<file path="src/rtl/bcd_pkg.sv">
package bcd_pkg;

    localparam int DIGIT_W = 4;

    typedef enum logic [1:0] {
        BOP_ADD = 2'b00,
        BOP_SUB = 2'b01,
        BOP_NEG = 2'b10,
        BOP_ALT = 2'b11
    } bcd_op_e;

    // Control derived from the operation code
    typedef struct packed {
        logic subtract;     // digit cells borrow instead of carry
        logic neg_form;     // minuend forced to zero, destination becomes subtrahend
    } op_ctrl_t;

    // Flag bundle produced after each byte
    typedef struct packed {
        logic x;
        logic c;
        logic z;
    } bcd_flags_t;

    function automatic op_ctrl_t decode_op(logic [1:0] code);
        op_ctrl_t ctl;
        case (code)
            2'b01:   ctl = '{subtract: 1'b1, neg_form: 1'b0};
            2'b10:   ctl = '{subtract: 1'b1, neg_form: 1'b1};
            default: ctl = '{subtract: 1'b0, neg_form: 1'b0};
        endcase
        return ctl;
    endfunction

    // A five-bit digit sum needs correction once it passes nine
    function automatic logic sum_over_nine(logic [DIGIT_W:0] s);
        return (s > 5'd9);
    endfunction

endpackage

</file>
<file path="src/rtl/bcd_digit_cell.sv">
module bcd_digit_cell
    import bcd_pkg::*;
(
    input  logic [DIGIT_W-1:0] a,
    input  logic [DIGIT_W-1:0] b,
    input  logic               cin,
    input  logic               subtract,
    output logic [DIGIT_W-1:0] d,
    output logic               cout
);
    localparam logic [DIGIT_W-1:0] ADJ = 4'd6;

    logic [DIGIT_W:0] raw;

    always_comb begin
        if (subtract) begin
            raw  = {1'b0, a} - {1'b0, b} - {{DIGIT_W{1'b0}}, cin};
            cout = raw[DIGIT_W];
            d    = cout ? (raw[DIGIT_W-1:0] - ADJ) : raw[DIGIT_W-1:0];
        end else begin
            raw  = {1'b0, a} + {1'b0, b} + {{DIGIT_W{1'b0}}, cin};
            cout = sum_over_nine(raw);
            d    = cout ? (raw[DIGIT_W-1:0] + ADJ) : raw[DIGIT_W-1:0];
        end
    end
endmodule

</file>
<file path="src/rtl/bcd_byte_chain.sv">
module bcd_byte_chain
    import bcd_pkg::*;
#(
    parameter int NDIG = 2,
    localparam int DW  = NDIG * DIGIT_W
) (
    input  logic [1:0]    op,
    input  logic [DW-1:0] src,
    input  logic [DW-1:0] dst,
    input  logic          x_in,
    output logic [DW-1:0] res,
    output logic          carry
);
    op_ctrl_t      ctl;
    logic [DW-1:0] opa;
    logic [DW-1:0] opb;
    logic [NDIG:0] link;

    always_comb begin
        ctl = decode_op(op);
        opa = ctl.neg_form ? '0  : dst;
        opb = ctl.neg_form ? dst : src;
    end

    assign link[0] = x_in;

    for (genvar g = 0; g < NDIG; g++) begin : g_digit
        bcd_digit_cell u_cell (
            .a        (opa[g*DIGIT_W +: DIGIT_W]),
            .b        (opb[g*DIGIT_W +: DIGIT_W]),
            .cin      (link[g]),
            .subtract (ctl.subtract),
            .d        (res[g*DIGIT_W +: DIGIT_W]),
            .cout     (link[g+1])
        );
    end

    assign carry = link[NDIG];
endmodule

</file>
<file path="src/rtl/bcd_flag_unit.sv">
module bcd_flag_unit
    import bcd_pkg::*;
#(
    parameter int NDIG = 2,
    localparam int DW  = NDIG * DIGIT_W
) (
    input  logic [DW-1:0] res,
    input  logic          carry,
    input  logic          z_in,
    output bcd_flags_t    flags
);
    always_comb begin
        flags.x = carry;
        flags.c = carry;
        flags.z = z_in & ~(|res);
    end
endmodule

</file>
<file path="src/rtl/bcd_byte_alu.sv">
module bcd_byte_alu
    import bcd_pkg::*;
#(
    parameter int NDIG = 2,
    localparam int DW  = NDIG * DIGIT_W
) (
    input  logic          clk,
    input  logic          rst,
    input  logic          in_vld,
    input  logic [1:0]    in_op,
    input  logic [DW-1:0] in_src,
    input  logic [DW-1:0] in_dst,
    input  logic          in_x,
    input  logic          in_z,
    output logic          out_vld,
    output logic [DW-1:0] out_res,
    output logic          out_x,
    output logic          out_c,
    output logic          out_z
);
    logic [DW-1:0] res_d;
    logic          carry_d;
    bcd_flags_t    flags_d;
    bcd_flags_t    flags_q;
    logic [DW-1:0] res_q;
    logic          vld_q;

    bcd_byte_chain #(.NDIG(NDIG)) u_chain (
        .op    (in_op),
        .src   (in_src),
        .dst   (in_dst),
        .x_in  (in_x),
        .res   (res_d),
        .carry (carry_d)
    );

    bcd_flag_unit #(.NDIG(NDIG)) u_flags (
        .res   (res_d),
        .carry (carry_d),
        .z_in  (in_z),
        .flags (flags_d)
    );

    always_ff @(posedge clk) begin
        if (rst) begin
            vld_q   <= 1'b0;
            res_q   <= '0;
            flags_q <= '0;
        end else begin
            vld_q <= in_vld;
            if (in_vld) begin
                res_q   <= res_d;
                flags_q <= flags_d;
            end
        end
    end

    assign out_vld = vld_q;
    assign out_res = res_q;
    assign out_x   = flags_q.x;
    assign out_c   = flags_q.c;
    assign out_z   = flags_q.z;
endmodule

</file>
<file path="config.mk">
export PLATFORM = sky130hd
export DESIGN_NAME = bcd_byte_alu
export DESIGN_NICKNAME = d
export VERILOG_FILES = /design/src/rtl/bcd_pkg.sv /design/src/rtl/bcd_digit_cell.sv /design/src/rtl/bcd_byte_chain.sv /design/src/rtl/bcd_flag_unit.sv /design/src/rtl/bcd_byte_alu.sv
export SDC_FILE = /design/constraint.sdc
export NUM_CORES = 1
export LEC_CHECK = 0
export ABC_AREA = 1
export CAP_MARGIN = 20
export CORE_AREA = 3 3 80 82
export CTS_CLUSTER_SIZE = 10
export DETAILED_ROUTE_END_ITERATION = 7
export DIE_AREA = 0 0 83 85
export PLACE_DENSITY = 0.61
export SLEW_MARGIN = 20
export SYNTH_ARGS = -nofsm -noshare
export SYNTH_HDL_FRONTEND = slang
export SYNTH_HIERARCHICAL = 1
export SYNTH_SLANG_ARGS = --single-unit
</file>
<file path="constraint.sdc">
create_clock -name clk -period 5.15 [get_ports clk]
set_clock_uncertainty 0.15 [all_clocks]
set_input_delay 1.03 -clock clk [delete_from_list [all_inputs] [get_ports clk]]
set_output_delay 1.03 -clock clk [all_outputs]
set_load 0.02 [all_outputs]
</file>
== Word-level counts from Yosys, hierarchy flattened ==
Index checks and enable logic that the tools add are counted.

* Output and inout bits: 12
* Flip-flop bits (word level): 11
* Input bits: 23
* Word-level logic and storage cells: 34

* Equal/unequal tests: 2
* Mux-type cells: 11
* Bitwise gates (word level): 2
* Reductions and logical operators: 1
* $add $sub $neg: 12
* Order comparisons: 2

{| class="wikitable"
|+ Operators with widths
! kind !! number
|-
| 2-to-1 mux 4 bit || 6
|-
| 2-to-1 mux 8 bit || 2
|-
| adder 4 x 4 -> 5 bit || 2
|-
| adder 5 x 1 -> 5 bit || 2
|-
| greater-than comparator 5 x 4 -> 1 bit (second input constant) || 2
|-
| subtractor 4 x 4 -> 5 bit || 2
|-
| subtractor 5 x 1 -> 5 bit || 2
|-
| adder 4 x 3 -> 4 bit (second input constant) || 2
|-
| OR reduction 8 bit || 1
|-
| subtractor 4 x 3 -> 4 bit (second input constant) || 2
|-
| one-hot mux 2 bit (2 select lines) || 1
|-
| equality test 2 x 1 -> 1 bit (second input constant) || 1
|-
| equality test 2 bit (second input constant) || 1
|-
| 2-to-1 mux 1 bit || 2
|-
| bitwise AND 1 bit || 1
|-
| inverter 1 bit || 1
|}

== Longest topological paths before layout ==
Gate-level depths: netlist of the first run.

* Depth in word-level cells: 14
* Gate-level depth with buffers: 40
* Mapped depth without buffers: 39

== Hierarchy ==
The synthesis of the first run kept the hierarchy.

{| class="wikitable"
|+ By module, submodules not included
! module !! cells each !! seq. area each (um^2) !! area an instance (um^2) !! times used
|-
| bcd_digit_cell || 110 || 0.0 || 621.8 || 2
|-
| bcd_byte_alu || 73 || 240.2 || 485.5 || 1
|-
| bcd_byte_chain || 48 || 0.0 || 220.2 || 1
|-
| bcd_flag_unit || 9 || 0.0 || 46.3 || 1
|}

== Worst setup path before layout of the first run ==
No wires, ideal clock.

* Kind: input port to flip-flop
* Start: input port in_op[0]
* End: register flags_q, in the netlist out_z
* Required time: 4.936 ns
* Stages: 38
* Arrival time: 5.326 ns
* Buffers on the path: 1
* Library setup time: 0.064 ns
* Path slack: -0.390 ns
* Cells stage by stage: inv_1 -> ha_1 -> buf_6 -> inv_8 -> nand2_1 -> nand2_1 -> fa_1 -> fa_1 -> inv_1 -> nand2_1 -> nand2_2 -> ha_1 -> inv_1 -> nor2_1 -> a21oi_2 -> nand2_1 -> nand2_2 -> nand2_1 -> (+2 left out) -> fa_1 -> inv_1 -> ha_1 -> inv_1 -> nor2_1 -> a21oi_2 -> nand2_1 -> nand2_2 -> nand3_1 -> nand2_1 -> nand2_1 -> nor2_1 -> nand3_1 -> nor2_1 -> inv_1 -> nand2_1 -> nand2_1 -> nor2_1

{| class="wikitable"
|+ RTL lines
! element !! RTL line !! RTL
|-
| from (decl) || bcd_byte_alu.sv:10 || <nowiki>input logic [1:0] in_op,</nowiki>
|-
| to (signal assigned) || bcd_byte_alu.sv:53 || <nowiki>flags_q <= flags_d;</nowiki>
|-
| to (decl) || bcd_byte_alu.sv:24 || <nowiki>bcd_flags_t flags_q;</nowiki>
|}

==> qor.txt, run 1 <==
worst-margin pin slew: 0.743 ns
Pre-antenna DRT Iters: 4
Vias/cell: 4.25
RSZ-0062 raised after global routing: yes
Fmax: 184 MHz
synth unique cells: 21
Rows: 28
power per cell area: 283 nW/um^2
initial antenna violation count: 0
Post-Route WL: 5180 um
nets@finish: 507
FF-to-FF setup slack: 4.42 ns
WP data required: 5.17 ns
Avg WL per Cell: 9.87 um
Final Setup Violations: 8
top_reg_cell synth: dfxtp_1
core box area: 5820 sq um
Yosys reg bits: 12
Min Hold Slack: 0.313 ns
CTS tree: built
Switching Fraction: 0.423
worst r2r dst: out_res[5]
Cell Area, Placed: 2750 sq um
hpwl dp: 3770 um
max incr delay on CP: 0.57 ns
most common cell in the synthesized netlist: nand2_1
Post-Syn Instances: 350
port bufs: 34
CTS H-tree lvls: 1
vias: 2233
cts bufs inserted: 3
Slew HR: 0.503
Starting Density: 0.343
Ys Warns: 6
vias in the first global route: 2089
setup TNS: -1.28 ns
setup slack after layout: -0.271 ns
worst path bufs/invs: 8
Die Y: 85 um
average cell area after synthesis: 5.70 sq um
P_int: 0.000519 W
status: complete, but fails checks
Hold Path Sink: out_x
die area: 7060 sq um
failing checks: negative setup slack
layout cells sized above 1: 0.313
GRT Total Usage: 0.142
RR Startpoint: out_res[5]
switching pwr: 0.000381 W
width of the die: 83 um
Slew Viols, Final: 0
WP data arrival: 5.44 ns
clock share of power: 0.091
Flop pwr share: 0.122
Boundary Pins: 35
Crit. End Element: flop
clock buffer depth: 2
power share of the combinational group: 0.787
Clock transition at path regs: 0.05 ns
CP most frequent cell: nand2_2
Post-DRT Antenna Nets: 0
max-cap violation count: 0
cell area after layout: 3180 sq um
Cell Count, Final, Fillers Out: 525
# placed instances: 493
Final Hold Fails: 0
worst hold path class: flop to flop
Slowest-stage cell, CP: fa_2
drt drc: 0
EDFF count, synth: 0
Net Count, Synth: 405
Cell Area, Synth: 2000 sq um
clk sink count: 12
crit path kind: input pin to flop
synth-to-layout area growth: 59.2%
Tmin final: 5.42 ns
GPL Wtd Cong: 0.816
R2R cell count: 2
first-pass GRT wire length: 8580 um
family with the most delay on the worst path: adder cells
biggest area consumer among synthesized cells: nand2_1
Max FO, Critical Path: 4
Yosys top cell area share: 0.245
Post-synth top cells: nand2_1 (130), inv_1 (72), nor2_1 (43)
peak supply drop: 0.156 mV
hold path depth: 2
Async SR Flop Fraction: 0
Synth area leaders: nand2_1 (24%), ha_1 (15%), inv_1 (14%)
drt first-iter violations: 70
largest net degree at the start of global routing: 24
leakage: 1.76 nW
Seq/Total Area, Yosys: 0.120
Startpoint Class: input pin
total grt overflow: 0
Skew-Pair Late Insertion Delay: 0.23 ns
Final Cycle Share: 1.05
min-delay src: out_x
diodes inserted: 0
CTS root buf: clkbuf_8
final cells by class:
| class | instances | area, sq um |
|---|---|---|
| flip-flops and latches | 12 | 240 |
| fillers | 591 | 2640 |
| clock buffers | 3 | 41.3 |
| well taps | 75 | 93.8 |
| multi-input cells | 257 | 1610 |
| inverters | 74 | 295 |
| repair buffers | 104 | 901 |
cell usage in the layout, fill, tap and decap left out, types with 3 or more instances in the layout:
master           netlist  routed
a21oi_1                4       3
a21oi_2                2       3
buf_4                  2      63
buf_6                  4       6
clkbuf_8               0       3
clkdlybuf4s50_1        0      29
dfxtp_1               12      12
fa_2                   0       7
ha_1                  24      20
ha_4                   0       4
inv_1                 72      62
inv_2                  1       9
nand2_1              130     113
nand2_2                8      21
nand2_4                0       4
nand3_1               23      16
nand3_2                0       7
nor2_1                43      37
nor2_2                 0       4
o21ai_0                6       4
worst max-delay path by stage:
stage                         from     to  slack, ns  depth (start not counted)
after floorplan           in_op[0]  out_z      -0.12                         38
after global placement    in_op[1]  out_z      -0.82                         37
after detailed placement  in_op[1]  out_z      -0.88                         37
after CTS                 in_op[0]  out_z      -0.08                         38
after global routing      in_op[0]  out_z      -0.56                         38
final                     in_op[0]  out_z      -0.27                         38
sequential cells by signal, indices dropped and copies added, names as in the netlist:
signal   cells
out_res      8
out_c        1
out_vld      1
out_x        1
out_z        1
repair_timing:
action,CTS,global route
buffers inserted,21,9
pin swaps,18,25
hold buffers,0,0
endpoints found under the hold margin,0,0
gates resized for setup,25,40
endpoints found under the setup margin,6,8
per-layer routing:
layer | wire length [um] | track usage | vias up
met2 | 2540 | 0.260 | 41
met4 | 79 | 0.0505 | 0
met3 | 183 | 0.0155 | 8
li1 | - | - | 1234
met1 | 2380 | 0.173 | 950
met5 | 0 | 0 | -
power groups by stage:
stage                     Sequential (W)  Combinational [W]  Clock (W)
after floorplan                 0.000125           0.000324          0
after global placement          0.000111           0.000518          0
after detailed placement        0.000111           0.000528          0
after CTS                       0.000110           0.000605  0.0000854
after global routing            0.000111           0.000791  0.0000880
final                           0.000110           0.000708  0.0000816
per-stage QoR:
stage	worst slack, ns	power (W)	utilization
after floorplan	-0.121	0.000450	-
after global placement	-0.824	0.000629	0.472
after detailed placement	-0.883	0.000639	0.472
after CTS	-0.0820	0.000800	0.515
after global routing	-0.557	0.000989	0.546
final	-0.271	0.000900	0.546
worst reg2reg max path, stage by stage, from the launching register on:
cell and delay [ns]:
dfxtp_1 0.31, nor2_1 0.10, nor2_1 0.06
cell families after synthesis:
kind of cell    count (synthesis)  synth area share
flops                          12             0.120
xor+xnor                        2           0.00878
buf+inv                        81             0.176
simple gates                  209             0.423
compound gates                 14            0.0414
fa+ha+maj                      32             0.231
Note: power is estimated with default switching activity, not from simulation.
==> inputs of run 2 (changes only) <==
- SLEW_MARGIN: 20 -> not set
==> results of run 2 <==
Same layout as run 1: the final DEF is identical, and so are final timing and power.
